**src/rtl/dma_irq_pkg.sv**
```systemverilog
package dma_irq_pkg;
  localparam int KINDS = 3;
  localparam int AW    = 4;

  localparam logic [AW-1:0] A_COMBINED  = 4'd0;
  localparam logic [AW-1:0] A_STAT_BASE = 4'd1;
  localparam logic [AW-1:0] A_MASK_BASE = 4'd4;
  localparam logic [AW-1:0] A_RAW_BASE  = 4'd7;
  localparam logic [AW-1:0] A_CLR_ALL   = 4'd10;

  function automatic logic [AW-1:0] stat_addr(input int k);
    return A_STAT_BASE + AW'(k);
  endfunction
  function automatic logic [AW-1:0] mask_addr(input int k);
    return A_MASK_BASE + AW'(k);
  endfunction
  function automatic logic [AW-1:0] raw_addr(input int k);
    return A_RAW_BASE + AW'(k);
  endfunction
endpackage

```
**src/rtl/dma_irq_kind_bank.sv**
```systemverilog
module dma_irq_kind_bank #(
  parameter int NCH = 16
) (
  input  logic           clk,
  input  logic           rst_n,
  input  logic [NCH-1:0] ev,
  input  logic           mask_we,
  input  logic           raw_clr_we,
  input  logic [NCH-1:0] wbits,
  output logic [NCH-1:0] raw_q,
  output logic [NCH-1:0] mask_q,
  output logic [NCH-1:0] pend
);
  function automatic logic [NCH-1:0] sticky_next(input logic [NCH-1:0] cur,
                                                 input logic [NCH-1:0] clr,
                                                 input logic [NCH-1:0] set);
    return (cur & ~clr) | set;
  endfunction

  function automatic logic [NCH-1:0] gate(input logic [NCH-1:0] r,
                                          input logic [NCH-1:0] m);
    return r & m;
  endfunction

  logic [NCH-1:0] clr_bits;
  logic [NCH-1:0] raw_d;

  assign clr_bits = raw_clr_we ? wbits : '0;
  assign raw_d    = sticky_next(raw_q, clr_bits, ev);
  assign pend     = gate(raw_q, mask_q);

  always_ff @(posedge clk or negedge rst_n) begin
    if (!rst_n) begin
      raw_q  <= '0;
      mask_q <= '0;
    end else begin
      raw_q <= raw_d;
      if (mask_we) mask_q <= wbits;
    end
  end

  a_r2_event_sets: assert property (@(posedge clk) disable iff (!rst_n)
    (|ev) |=> ((raw_q & $past(ev)) == $past(ev)));

  a_r4_clear_drops: assert property (@(posedge clk) disable iff (!rst_n)
    raw_clr_we |=> ((raw_q & $past(wbits & ~ev)) == '0));

  a_r4_zero_keeps: assert property (@(posedge clk) disable iff (!rst_n)
    1'b1 |=> ((raw_q & $past(raw_q & ~clr_bits)) == $past(raw_q & ~clr_bits)));

  a_r8_event_wins: assert property (@(posedge clk) disable iff (!rst_n)
    (raw_clr_we && |(ev & wbits)) |=> ((raw_q & $past(ev & wbits)) == $past(ev & wbits)));

  a_r3_mask_load: assert property (@(posedge clk) disable iff (!rst_n)
    mask_we |=> (mask_q == $past(wbits)));

  a_r3_mask_hold: assert property (@(posedge clk) disable iff (!rst_n)
    !mask_we |=> $stable(mask_q));
endmodule

```
**src/rtl/dma_irq_regmap.sv**
```systemverilog
module dma_irq_regmap
  import dma_irq_pkg::*;
#(
  parameter int NCH = 16,
  parameter int DW  = 32
) (
  input  logic                       reg_wr,
  input  logic [AW-1:0]              reg_addr,
  input  logic [KINDS-1:0][NCH-1:0]  raw,
  input  logic [KINDS-1:0][NCH-1:0]  mask,
  input  logic [KINDS-1:0][NCH-1:0]  pend,
  input  logic [NCH-1:0]             combined,
  output logic [KINDS-1:0]           mask_we,
  output logic [KINDS-1:0]           raw_we,
  output logic                       clr_all_we,
  output logic [DW-1:0]              rdata
);
  always_comb begin
    for (int k = 0; k < KINDS; k++) begin
      mask_we[k] = reg_wr && (reg_addr == mask_addr(k));
      raw_we[k]  = reg_wr && (reg_addr == raw_addr(k));
    end
    clr_all_we = reg_wr && (reg_addr == A_CLR_ALL);
  end

  always_comb begin
    rdata = '0;
    if (reg_addr == A_COMBINED) rdata[NCH-1:0] = combined;
    for (int k = 0; k < KINDS; k++) begin
      if (reg_addr == stat_addr(k)) rdata[NCH-1:0] = pend[k];
      if (reg_addr == mask_addr(k)) rdata[NCH-1:0] = mask[k];
      if (reg_addr == raw_addr(k))  rdata[NCH-1:0] = raw[k];
    end
  end

  always_comb begin
    a_r10_one_strobe: assert ($onehot0({mask_we, raw_we, clr_all_we}));
    if (!reg_wr) a_r10_idle_no_strobe: assert ({mask_we, raw_we, clr_all_we} == '0);
  end
endmodule

```
**src/rtl/dma_irq_agg.sv**
```systemverilog
module dma_irq_agg
  import dma_irq_pkg::*;
#(
  parameter int NCH = 16,
  parameter int DW  = 32
) (
  input  logic           clk,
  input  logic           rst_n,
  input  logic [NCH-1:0] done_evt,
  input  logic [NCH-1:0] fault_a_evt,
  input  logic [NCH-1:0] fault_b_evt,
  input  logic           reg_wr,
  input  logic [3:0]     reg_addr,
  input  logic [DW-1:0]  reg_wdata,
  output logic [DW-1:0]  reg_rdata,
  output logic           irq
);
  logic [KINDS-1:0][NCH-1:0] evts;
  logic [KINDS-1:0][NCH-1:0] raw_v;
  logic [KINDS-1:0][NCH-1:0] mask_v;
  logic [KINDS-1:0][NCH-1:0] pend_v;
  logic [KINDS-1:0]          mask_we;
  logic [KINDS-1:0]          raw_we;
  logic                      clr_all_we;
  logic [NCH-1:0]            combined;
  logic                      any_pending;

  assign evts = {fault_b_evt, fault_a_evt, done_evt};

  function automatic logic [NCH-1:0] merge(input logic [KINDS-1:0][NCH-1:0] p);
    logic [NCH-1:0] acc;
    acc = '0;
    for (int k = 0; k < KINDS; k++) acc |= p[k];
    return acc;
  endfunction

  for (genvar k = 0; k < KINDS; k++) begin : g_kind
    dma_irq_kind_bank #(.NCH(NCH)) u_bank (
      .clk        (clk),
      .rst_n      (rst_n),
      .ev         (evts[k]),
      .mask_we    (mask_we[k]),
      .raw_clr_we (raw_we[k] | clr_all_we),
      .wbits      (reg_wdata[NCH-1:0]),
      .raw_q      (raw_v[k]),
      .mask_q     (mask_v[k]),
      .pend       (pend_v[k])
    );
  end

  assign combined    = merge(pend_v);
  assign any_pending = |combined;

  dma_irq_regmap #(.NCH(NCH), .DW(DW)) u_map (
    .reg_wr     (reg_wr),
    .reg_addr   (reg_addr),
    .raw        (raw_v),
    .mask       (mask_v),
    .pend       (pend_v),
    .combined   (combined),
    .mask_we    (mask_we),
    .raw_we     (raw_we),
    .clr_all_we (clr_all_we),
    .rdata      (reg_rdata)
  );

  always_ff @(posedge clk or negedge rst_n) begin
    if (!rst_n) irq <= 1'b0;
    else        irq <= any_pending;
  end

  a_r9_irq_follows: assert property (@(posedge clk) disable iff (!rst_n)
    any_pending |=> irq);
  a_r9_irq_quiet: assert property (@(posedge clk) disable iff (!rst_n)
    !any_pending |=> !irq);
  a_r7_clear_all: assert property (@(posedge clk) disable iff (!rst_n)
    clr_all_we |=> ((raw_v[0] | raw_v[1] | raw_v[2]) & $past(reg_wdata[NCH-1:0] & ~(done_evt | fault_a_evt | fault_b_evt))) == '0);
endmodule

```
**config.mk**
```make
export PLATFORM = sky130hd
export DESIGN_NAME = dma_irq_agg
export DESIGN_NICKNAME = d
export VERILOG_FILES = /design/src/rtl/dma_irq_pkg.sv /design/src/rtl/dma_irq_kind_bank.sv /design/src/rtl/dma_irq_regmap.sv /design/src/rtl/dma_irq_agg.sv
export SDC_FILE = /design/constraint.sdc
export NUM_CORES = 1
export LEC_CHECK = 0
export ABC_AREA = 0
export BUFFER_PORTS_ARGS = -buffer_cell sky130_fd_sc_hd__buf_2
export CAP_MARGIN = 5
export CORE_MARGIN = 2
export CORE_UTILIZATION = 35
export DETAILED_ROUTE_END_ITERATION = 8
export PLACE_DENSITY = 0.55
export SYNTH_ARGS = -nofsm -noshare
export SYNTH_HDL_FRONTEND = slang
export SYNTH_SLANG_ARGS = --single-unit
```
**constraint.sdc**
```tcl
create_clock -name clk -period 1.85 [get_ports clk]
set_input_delay 0.185 -clock clk [delete_from_list [all_inputs] [get_ports clk]]
set_output_delay 0.185 -clock clk [all_outputs]
set_load 0.05 [all_outputs]
```
## Word level (Yosys, flattened, before mapping)

Index checks and enable logic that the tools add are counted.

| word-level totals | value |
|---|---|
| output and inout port bits | 33 |
| input port bits | 87 |
| logic and storage cells | 56 |
| register bits | 97 |

| cells by class | value |
|---|---|
| multiplexer cells | 13 |
| bitwise operators | 17 |
| reduce and logical (&&, ||, !) cells | 9 |
| equal/unequal tests | 10 |

Operators with widths:

| operator | count |
|---|---|
| two-way mux 16 bit | 13 |
| bitwise AND 16 bit | 6 |
| bitwise OR 16 bit | 5 |
| inverter 16 bit | 3 |
| == test 4 x 3 -> 1 bit (second input constant) | 4 |
| OR reduction 16 bit | 1 |
| == test 4 bit (second input constant) | 3 |
| == test 4 x 2 -> 1 bit (second input constant) | 2 |
| logical AND 1 bit | 7 |
| == test 4 x 1 -> 1 bit (second input constant) | 1 |
| logical NOT 4 bit | 1 |
| bitwise OR 1 bit | 3 |

## Longest topological paths before layout

Gate-level depths: netlist of the first run.

| logic depth | value |
|---|---|
| depth after elaboration | 13 |
| gate-level depth with buffers | 7 |

## Cells and area by module

A second synthesis of the first run with hierarchy kept.

| unflattened totals | value |
|---|---|
| cells, all modules | 637 |
| area total of the unflattened synthesis | 6147.1 um2 |

By module, submodules not included:

| module | area each (um2) | times used | cells an instance |
|---|---|---|---|
| dma_irq_kind_bank | 1342.5 | 3 | 100 |
| dma_irq_regmap | 1906.8 | 1 | 311 |
| dma_irq_agg | 212.7 | 1 | 26 |

## Least setup slack after synthesis of the first run

No wires, ideal clock.

| path | value |
|---|---|
| path kind | in2out |
| start point | input reg_addr[3] |
| end point | output reg_rdata[11] |
| buffers on the path | 2 |
| cell stages on the path | 6 |
| slack | -0.383 ns |
| data arrival time | 2.048 ns |
| data required time | 1.665 ns |
| cells stage by stage | buf_2 -> nor3b_2 -> clkbuf_1 -> a31o_2 -> a221oi_1 -> o221ai_1 |

| between the ends | value |
|---|---|
| longest elaborated chain between the ends | 11 |
| elaborated cells between the ends (all ways) | 20 |
| classes of those cells | 9 x eq/ne; 10 x mux; 1 x reduce/logical |

RTL lines:

| element | RTL line | RTL |
|---|---|---|
| from (decl) | dma_irq_agg.sv:13 | `input logic [3:0] reg_addr,` |
| logical NOT 4 bit | dma_irq_regmap.sv:28 | `if (reg_addr == A_COMBINED) rdata[NCH-1:0] = combined;` |
| two-way mux 16 bit | dma_irq_regmap.sv:28 |  |
| two-way mux 16 bit | dma_irq_regmap.sv:30 | `if (reg_addr == stat_addr(k)) rdata[NCH-1:0] = pend[k];` |
| two-way mux 16 bit | dma_irq_regmap.sv:31 | `if (reg_addr == mask_addr(k)) rdata[NCH-1:0] = mask[k];` |
| two-way mux 16 bit | dma_irq_regmap.sv:32 | `if (reg_addr == raw_addr(k)) rdata[NCH-1:0] = raw[k];` |
| two-way mux 16 bit | dma_irq_regmap.sv:30 |  |
| two-way mux 16 bit | dma_irq_regmap.sv:31 |  |
| two-way mux 16 bit | dma_irq_regmap.sv:32 |  |
| two-way mux 16 bit | dma_irq_regmap.sv:30 |  |
| two-way mux 16 bit | dma_irq_regmap.sv:31 |  |
| two-way mux 16 bit * | dma_irq_regmap.sv:32 |  |
| to (decl) | dma_irq_agg.sv:15 | `output logic [DW-1:0] reg_rdata,` |

Every way passes the cells marked *; elsewhere a longest branch is shown, timed or not.

## Final worst setup path of the first run

| path | value |
|---|---|
| start point | register g_kind[0].u_bank.raw_q[15] |
| end point | output reg_rdata[15] |

| between the ends | value |
|---|---|
| longest elaborated chain between the ends | 13 |

RTL lines:

| element | RTL line | RTL |
|---|---|---|
| from (decl) | dma_irq_kind_bank.sv:10 | `output logic [NCH-1:0] raw_q,` |
| from (signal assigned) | dma_irq_kind_bank.sv:37 | `raw_q <= raw_d;` |
| bitwise AND 16 bit | dma_irq_kind_bank.sv:22 | `return r & m;` |
| bitwise OR 16 bit (2 in series) | dma_irq_agg.sv:33 | `for (int k = 0; k < KINDS; k++) acc \|= p[k];` |
| two-way mux 16 bit | dma_irq_regmap.sv:28 |  |
| two-way mux 16 bit | dma_irq_regmap.sv:30 |  |
| two-way mux 16 bit | dma_irq_regmap.sv:31 |  |
| two-way mux 16 bit * | dma_irq_regmap.sv:32 |  |
| two-way mux 16 bit * | dma_irq_regmap.sv:30 |  |
| two-way mux 16 bit * | dma_irq_regmap.sv:31 |  |
| two-way mux 16 bit * | dma_irq_regmap.sv:32 |  |
| two-way mux 16 bit * | dma_irq_regmap.sv:30 |  |
| two-way mux 16 bit * | dma_irq_regmap.sv:31 |  |
| two-way mux 16 bit * | dma_irq_regmap.sv:32 |  |

Marks and branches as above.

==> results of run 1 <==
flip-flops by register name, summed over array words and instances (netlist names):
name	count
g_kind.u_bank.mask_q	48
g_kind.u_bank.raw_q	48
irq	1
power breakdown:
part / leakage [nW] / switching, mW / internal, mW
clock network: 0.154 / 0.846 / 1.13
logic: 2.30 / 1.11 / 1.14
registers: 1.03 / 0.257 / 2.39
total: 3.48 / 2.22 / 4.66
cell usage after synthesis (2+ instances only):
cell type                   count  area [um2]
sky130_fd_sc_hd__nand3b_1       2       15.01
sky130_fd_sc_hd__a21oi_1       31       155.2
sky130_fd_sc_hd__or2_2          2       12.51
sky130_fd_sc_hd__a22o_1        15       131.4
sky130_fd_sc_hd__mux2i_1       16       160.2
sky130_fd_sc_hd__and2_1         2       12.51
sky130_fd_sc_hd__mux2_1        15       168.9
sky130_fd_sc_hd__nand4_1        4       25.02
sky130_fd_sc_hd__nor2b_1        5       31.28
sky130_fd_sc_hd__buf_6          2       22.52
sky130_fd_sc_hd__buf_2         13       65.06
sky130_fd_sc_hd__a21o_1        50       375.4
sky130_fd_sc_hd__nand3_1        2       10.01
sky130_fd_sc_hd__a21boi_0       2       15.01
sky130_fd_sc_hd__a222oi_1      16       160.2
sky130_fd_sc_hd__o2bb2ai_1     15       131.4
sky130_fd_sc_hd__o221ai_1      15       131.4
sky130_fd_sc_hd__a21oi_2        2       17.52
sky130_fd_sc_hd__nor2_4         2       22.52
sky130_fd_sc_hd__mux2_2        33       371.6
sky130_fd_sc_hd__clkbuf_1      15       56.30
sky130_fd_sc_hd__dfrtp_1       97        2427
sky130_fd_sc_hd__a31o_2        15       131.4
sky130_fd_sc_hd__nor2_1         2       7.510
sky130_fd_sc_hd__a221oi_1      16       140.1
sky130_fd_sc_hd__o21ai_0       15       75.07
sky130_fd_sc_hd__nand2b_1       2       12.51
sky130_fd_sc_hd__buf_4         24       180.2
sky130_fd_sc_hd__nor3_1        15       75.07
sky130_fd_sc_hd__or3b_1         2       17.52
sky130_fd_sc_hd__nand2_1       97       364.1
sky130_fd_sc_hd__buf_1          4       15.01
through the flow:
| stage | util (%) | TNS (ns) |
|---|---|---|
| 3_3_place_gp | 44.94 | -5.121 |
| 3_5_place_dp | 44.94 | -5.643 |
| 2_1_floorplan | - | -0.09828 |
| 5_1_grt | 53.83 | -2.102 |
| 6_report | 53.83 | -0.8482 |
| 4_1_cts | 52.11 | -0.8649 |
final timing paths:
check / from / to / slack, ns / depth (start not counted)
setup / recovery: g_kind[0].u_bank.raw_q[15] / reg_rdata[15] / -0.23 / 6
hold / removal: done_evt[13] / g_kind[0].u_bank.raw_q[13] / 0.009 / 2
setup reg to reg: g_kind[2].u_bank.mask_q[0] / irq / -0.03 / 5
hold reg to reg: g_kind[2].u_bank.mask_q[14] / g_kind[2].u_bank.mask_q[14] / 0.54 / 1
max in group asynchronous: rst_n / g_kind[0].u_bank.raw_q[9] / 0.86 / 3
min in group asynchronous: rst_n / g_kind[1].u_bank.raw_q[0] / 0.33 / 2
layout by cell type (no fill, tap or decap), types with 3 or more instances in the layout:
cell / instances
sky130_fd_sc_hd__nor3_1: 9
sky130_fd_sc_hd__a221oi_2: 12
sky130_fd_sc_hd__nor2b_1: 4
sky130_fd_sc_hd__a21oi_1: 31
sky130_fd_sc_hd__buf_6: 24
sky130_fd_sc_hd__nor3_2: 5
sky130_fd_sc_hd__o221ai_2: 6
sky130_fd_sc_hd__buf_2: 69
sky130_fd_sc_hd__a221oi_4: 3
sky130_fd_sc_hd__a31o_2: 11
sky130_fd_sc_hd__a21o_1: 50
sky130_fd_sc_hd__dlygate4sd3_1: 22
sky130_fd_sc_hd__mux2_2: 33
sky130_fd_sc_hd__a222oi_1: 16
sky130_fd_sc_hd__buf_4: 141
sky130_fd_sc_hd__mux2i_1: 16
sky130_fd_sc_hd__a31o_4: 4
sky130_fd_sc_hd__o21ai_0: 5
sky130_fd_sc_hd__nand2_1: 92
sky130_fd_sc_hd__buf_12: 7
sky130_fd_sc_hd__nor2_4: 3
sky130_fd_sc_hd__nand4_1: 4
sky130_fd_sc_hd__nand2_2: 5
sky130_fd_sc_hd__o2bb2ai_1: 9
sky130_fd_sc_hd__o21ai_1: 11
sky130_fd_sc_hd__clkbuf_16: 9
sky130_fd_sc_hd__o2bb2ai_4: 4
sky130_fd_sc_hd__conb_1: 16
sky130_fd_sc_hd__o221ai_4: 9
sky130_fd_sc_hd__dfrtp_1: 95
sky130_fd_sc_hd__mux2_1: 15
sky130_fd_sc_hd__a22o_1: 15
cell families (layout without fill, tap and decap cells):
kind of cell | count (synthesis) | after routing | share of synthesized area, %
muxes | 64 | 64 | 12.36
and+or+nand+nor | 147 | 147 | 12.39
other | 1 | 16 | 0.06618
buffers and inverters | 59 | 280 | 6.050
DFF | 97 | 97 | 42.84
AOI/OAI and AO/OA | 196 | 196 | 26.30
layer usage:
metal	vias up	global-route usage [%]
li1	2560	-
met1	2900	30.58
met2	253	42.13
met3	69	5.170
met4	0	9.783
met5	-	0
worst reg2reg max path, delay by kind of cell (launching register included):
| kind | cells | cell delay (ns) |
|---|---|---|
| AO/OA/AOI/OAI | 1 | 0.34 |
| buffers and inverters | 2 | 0.29 |
| flip-flops | 1 | 0.38 |
| AND/OR/NAND/NOR | 2 | 0.74 |
cell type report:
type	count	area, um2
Multi-Input combinational cell	423	3466
Sequential cell	97	2430
Clock buffer	11	252.7
Clock inverter	5	62.56
Tap cell	216	270.3
Fill cell	1404	7308
Timing Repair Buffer	263	2034
Inverter	1	3.754
repair_timing:
action	4_1_cts	5_1_grt
gates resized for setup	75	26
endpoints found under the setup margin	16	17
buffers inserted	39	20
endpoints found under the hold margin	49	1
pin swaps	35	25
gates cloned	0	0
hold buffers	21	1
==> flow_metrics.tcl, run 1 <==
set metrics [dict create \
    netlist_instances 564 \
    run_status "complete, but fails checks" \
    ys.warnings.count 0 \
    placement_rows 46 \
    clock-sinks 97 \
    grtUsageTotal_pct 24.69 \
    fin_worst_hold_slack_ns 0.008934 \
    crit_fanout 2 \
    timing.critical_path.slowest_cell_delay_ns 0.42 \
    final_weighted_congestion_in_routability_driven_placement 0.8565 \
    top_layer "met4" \
    drv_cap 0 \
    setup_viol 16 \
    asyncSetResetFlopFracSynth_pct 100.0 \
    die_area_um2 17220 \
    tritoncts "yes" \
    die_height_um 131.2 \
    preCtsSetupSlack_ns -0.3098 \
    start_util_pct 35.80 \
    final_design_area_no_fill_um2 8519 \
    postSynth.topFlopCell "sky130_fd_sc_hd__dfrtp_1" \
    die_x_um 131.2 \
    first_pass_iters 5 \
    detail_route.wl_per_cell_um 20.77 \
    via_count_of_the_first_global_routing_pass 5836 \
    antenna_found_initial 0 \
    number_of_drc_markers_after_the_initial_detailed_route_iteration 400 \
    metal1_wirelength_mm 8.545 \
    fin_crit_ns 2.085 \
    grt_max_degree 33 \
    final_antenna_net_count 0 \
    path_buf_inv 2 \
    clk_path_buf_depth 2 \
    finish.net_count 882 \
    h_tree_levels 3 \
    vdd_drop_max_mv 0.5507 \
    synth_cell_type_count 48 \
    antennaDiodeCount 0 \
    drive_above_1_share_pct 46.13 \
    critPathArrivalTime_ns 1.90 \
    timing.critical_path.required_ns 1.66 \
    cell_pwr_density_nw_per_um2 806.9 \
    critPathKind "reg -> out" \
    fp.coreArea_um2 15830 \
    cp-start-kind "flip-flop" \
    timing.critical_path.cells "a222oi_1 > buf_4 > nor4b_2 > o22ai_1 > o211ai_1 > buf_4" \
    cts_root_buffer "sky130_fd_sc_hd__clkbuf_16" \
    pin_count 120 \
    crit_path_top_delay_cell "sky130_fd_sc_hd__dfrtp_1" \
    synth_edf_count 0 \
    worst_slew_margin_pct 62.09 \
    met2_length_mm 10.38 \
    via_count 5782 \
    fmax_mhz 479.7 \
    timing.clock.skew_ns 0.006848 \
    hold_path.class "in -> reg" \
    period_share_pct 112.7 \
    area_of_the_mapped_netlist_um2 5667 \
    grt_setup_unrepaired "yes" \
    synth-seq-cells 97 \
    post-route-worst-setup-slack_ns -0.2347 \
    clock_latency_ns 0.35 \
    clk_pin_slew_ns 0.07 \
    dp_hpwl_mm 14.63 \
    failed_checks "negative setup slack" \
    syn-mean-instance-area_um2 10.05 \
    synth_seq_area_share_pct 42.84 \
    worst-slew-pin-transition_ns 0.5686 \
    wire_length_of_the_first_global_routing_pass_mm 32.96 \
    final_hold_viol_count 0 \
    post_drt_via_cell_ratio 5.691 \
    critical_path.endpoint_type "primary output" \
    total_leakage_power_nw 3.480 \
    detailed_place.area_um2 7113 \
    grt_overflow_total 0 \
    place_inst 922 \
    p_total_mw 6.874 \
    route.met3.wl_mm 1.431 \
    area.growth.synth_to_final_pct 50.34 \
    cpMostUsedCell "sky130_fd_sc_hd__buf_4" \
    remaining_drc_errors 0 \
    final-instance-count-excl-fill 1016 \
    cts_inserted_buffers 9 \
    total_routed_wirelength_mm 21.10 \
    critical-path-top-delay-family "compound AO/OA/AOI/OAI gates" \
    final-max-slew-violation-count 0 \
    io_buffers 87 \
]
Power figures use the tool's default switching activity.
==> inputs of run 2 (changes only) <==
--- a/config.mk
+++ b/config.mk
@@ -11,6 +11,7 @@
 export CORE_MARGIN = 2
 export CORE_UTILIZATION = 35
 export DETAILED_ROUTE_END_ITERATION = 8
+export MAX_ROUTING_LAYER = met4
 export PLACE_DENSITY = 0.55
 export SYNTH_ARGS = -nofsm -noshare
 export SYNTH_HDL_FRONTEND = slang
==> run 2 against run 1 <==
Compared with the run above:
- the run still ends with negative setup slack left
- critical path type unchanged
- sequential share of layout area rose by 0.46 points
- clock power barely moved
- global-route usage rose by 0.24 points
- power fell by 1.8%
==> flow_metrics.tcl, run 2 (synthesis results as in run 1) <==
set metrics [dict create \
    worst_slew_margin_pct 59.51 \
    fin_crit_ns 2.097 \
    pin_count 120 \
    post-route-worst-setup-slack_ns -0.2474 \
    placement_rows 46 \
    final-max-slew-violation-count 0 \
    path_buf_inv 1 \
    period_share_pct 113.4 \
    timing.critical_path.cells "or3b_4 > a221oi_2 > o22ai_1 > o211ai_1 > buf_4" \
    timing.critical_path.slowest_cell_delay_ns 0.39 \
    run_status "complete, but fails checks" \
    final_cell_mix "sky130_fd_sc_hd__buf_4, sky130_fd_sc_hd__nand2_1, sky130_fd_sc_hd__dfrtp_1" \
    final_design_area_no_fill_um2 8389 \
    critical-path-top-delay-family "compound AO/OA/AOI/OAI gates" \
    layout_commonest_cell "sky130_fd_sc_hd__buf_4" \
    power.switching_fraction_pct 32.48 \
    h_tree_levels 3 \
    power.sequential.fraction_pct 39.3 \
    grt_overflow_total 0 \
    antenna_found_initial 0 \
    drv_cap 0 \
    timing.critical_path.required_ns 1.66 \
    place_inst 923 \
    final-instance-count-excl-fill 1007 \
    io_buffers 87 \
    post_drt_via_cell_ratio 5.645 \
    largestRegisters "g_kind.u_bank.mask_q: 48 flops, g_kind.u_bank.raw_q: 48 flops, irq: 1 flops" \
    grt_max_degree 43 \
    first_pass_iters 5 \
    detailed_place.area_um2 7133 \
    fmax_mhz 476.8 \
    crit_path_top_delay_cell "sky130_fd_sc_hd__or3b_4" \
    cts_root_buffer "sky130_fd_sc_hd__clkbuf_16" \
    finish.net_count 873 \
    number_of_drc_markers_after_the_initial_detailed_route_iteration 426 \
    setup_viol 17 \
    critPathArrivalTime_ns 1.91 \
    fp.coreArea_um2 15830 \
    timing.clock.skew_ns 0.009002 \
    clk_pin_slew_ns 0.07 \
    final_weighted_congestion_in_routability_driven_placement 0.8741 \
    crit_fanout 3 \
    critical_path.endpoint_type "primary output" \
    start_util_pct 35.80 \
    vdd_drop_max_mv 0.4300 \
    antennaDiodeCount 0 \
    remaining_drc_errors 0 \
    failed_checks "negative setup slack" \
    internal_mw 4.559 \
    tritoncts "yes" \
    fin_worst_hold_slack_ns 0.007000 \
    p_sw_mw 2.193 \
    cts_inserted_buffers 9 \
    cp-start-kind "flip-flop" \
    drive_above_1_share_pct 44.75 \
    r2r-start "g_kind[2].u_bank.mask_q[2]" \
    clock_latency_ns 0.36 \
    dp_hpwl_mm 14.58 \
    via_count_of_the_first_global_routing_pass 5767 \
    timing.hold.worst.start "fault_b_evt[8]" \
    wire_length_of_the_first_global_routing_pass_mm 32.51 \
    clock-sinks 97 \
    final_antenna_net_count 0 \
    die_height_um 131.2 \
    cell_pwr_density_nw_per_um2 804.9 \
    grt_setup_unrepaired "yes" \
    setup.worst_path.start "g_kind[0].u_bank.mask_q[15]" \
    via_count 5685 \
    power.clock.fraction_pct 29.2 \
    worst-slew-pin-transition_ns 0.6074 \
    p_comb_share_pct 31.6 \
    die_area_um2 17220 \
    total_routed_wirelength_mm 20.82 \
    fillers 1404 \
    p_total_mw 6.752 \
    clk_path_buf_depth 2 \
    total_leakage_power_nw 3.415 \
    area.growth.synth_to_final_pct 48.05 \
    ff_latch_area_um2 2431 \
    die_x_um 131.2 \
    final_hold_viol_count 0 \
    area_of_the_multi_input_gates_um2 3390 \
    critPathKind "reg -> out" \
    hold_path.class "in -> reg" \
    grtUsageTotal_pct 24.93 \
    detail_route.wl_per_cell_um 20.67 \
]
==> run 2: cell types whose count changed in the layout (fill, tap and decap cells not counted), moves of 2 or more <==
cell and delta:
sky130_fd_sc_hd__nand2_1 +3, sky130_fd_sc_hd__nand2_2 -3, sky130_fd_sc_hd__o2bb2ai_4 -3, sky130_fd_sc_hd__o21ai_0 +3, sky130_fd_sc_hd__buf_4 -11, sky130_fd_sc_hd__o21ai_1 -3, sky130_fd_sc_hd__o2bb2ai_1 +2
==> run 2: routing by layer <==
layer	track usage (%)	up-vias	routed length (um)
met1	31.65	2848	9025
met4	8.092	0	409
met5	-	-	0
met2	40.67	253	10240
li1	-	2545	-
met3	4.321	39	1141
==> run 2: path summary, 6_finish.rpt <==
| path | cells after the start | slack, ns | endpoint |
|---|---|---|---|
| worst max-delay path | 5 | -0.25 | reg_rdata[15] |
| worst min-delay path | 2 | 0.007 | g_kind[2].u_bank.raw_q[8] |
| worst max register to register | 4 | -0.03 | irq |
| worst min register to register | 1 | 0.52 | g_kind[2].u_bank.mask_q[13] |
| max in group asynchronous | 3 | 0.81 | g_kind[1].u_bank.mask_q[12] |
| min in group asynchronous | 2 | 0.39 | g_kind[2].u_bank.mask_q[14] |
==> run 2: repair_timing <==
| action | 4_1_cts | 5_1_grt |
|---|---|---|
| hold endpoints to repair | 61 | 0 |
| resized for setup | 73 | 16 |
| setup buffers | 34 | 17 |
| hold buffers | 23 | 0 |
| pin swaps | 37 | 23 |
| endpoints found under the setup margin | 16 | 17 |
==> run 2: through the flow <==
stage / setup TNS, ns / setup slack [ns] / utilization [%]
2_1_floorplan: -0.09828 / -0.07209 / -
3_3_place_gp: -5.171 / -0.2399 / 45.07
3_5_place_dp: -6.333 / -0.2598 / 45.07
4_1_cts: -1.028 / -0.2334 / 52.05
5_1_grt: -2.482 / -0.3817 / 53.00
6_report: -1.201 / -0.2474 / 53.00
==> run 2: power by group through the flow <==
stage,Clock (mW),Sequential [mW],Combinational [mW]
floorplan,0,2.61,1.10
global placement,0,2.67,1.61
detailed placement,0,2.69,1.64
CTS,2.02,2.64,2.00
global route,2.10,2.68,2.27
finish,1.97,2.65,2.13
==> run 2: area by class of cell <==
type | count | area share, %
Clock inverter | 6 | 0.8799
Inverter | 1 | 0.04474
Clock buffer | 10 | 2.849
Multi-Input combinational cell | 423 | 40.40
Tap cell | 216 | 3.221
Sequential cell | 97 | 28.98
Timing Repair Buffer | 254 | 23.62
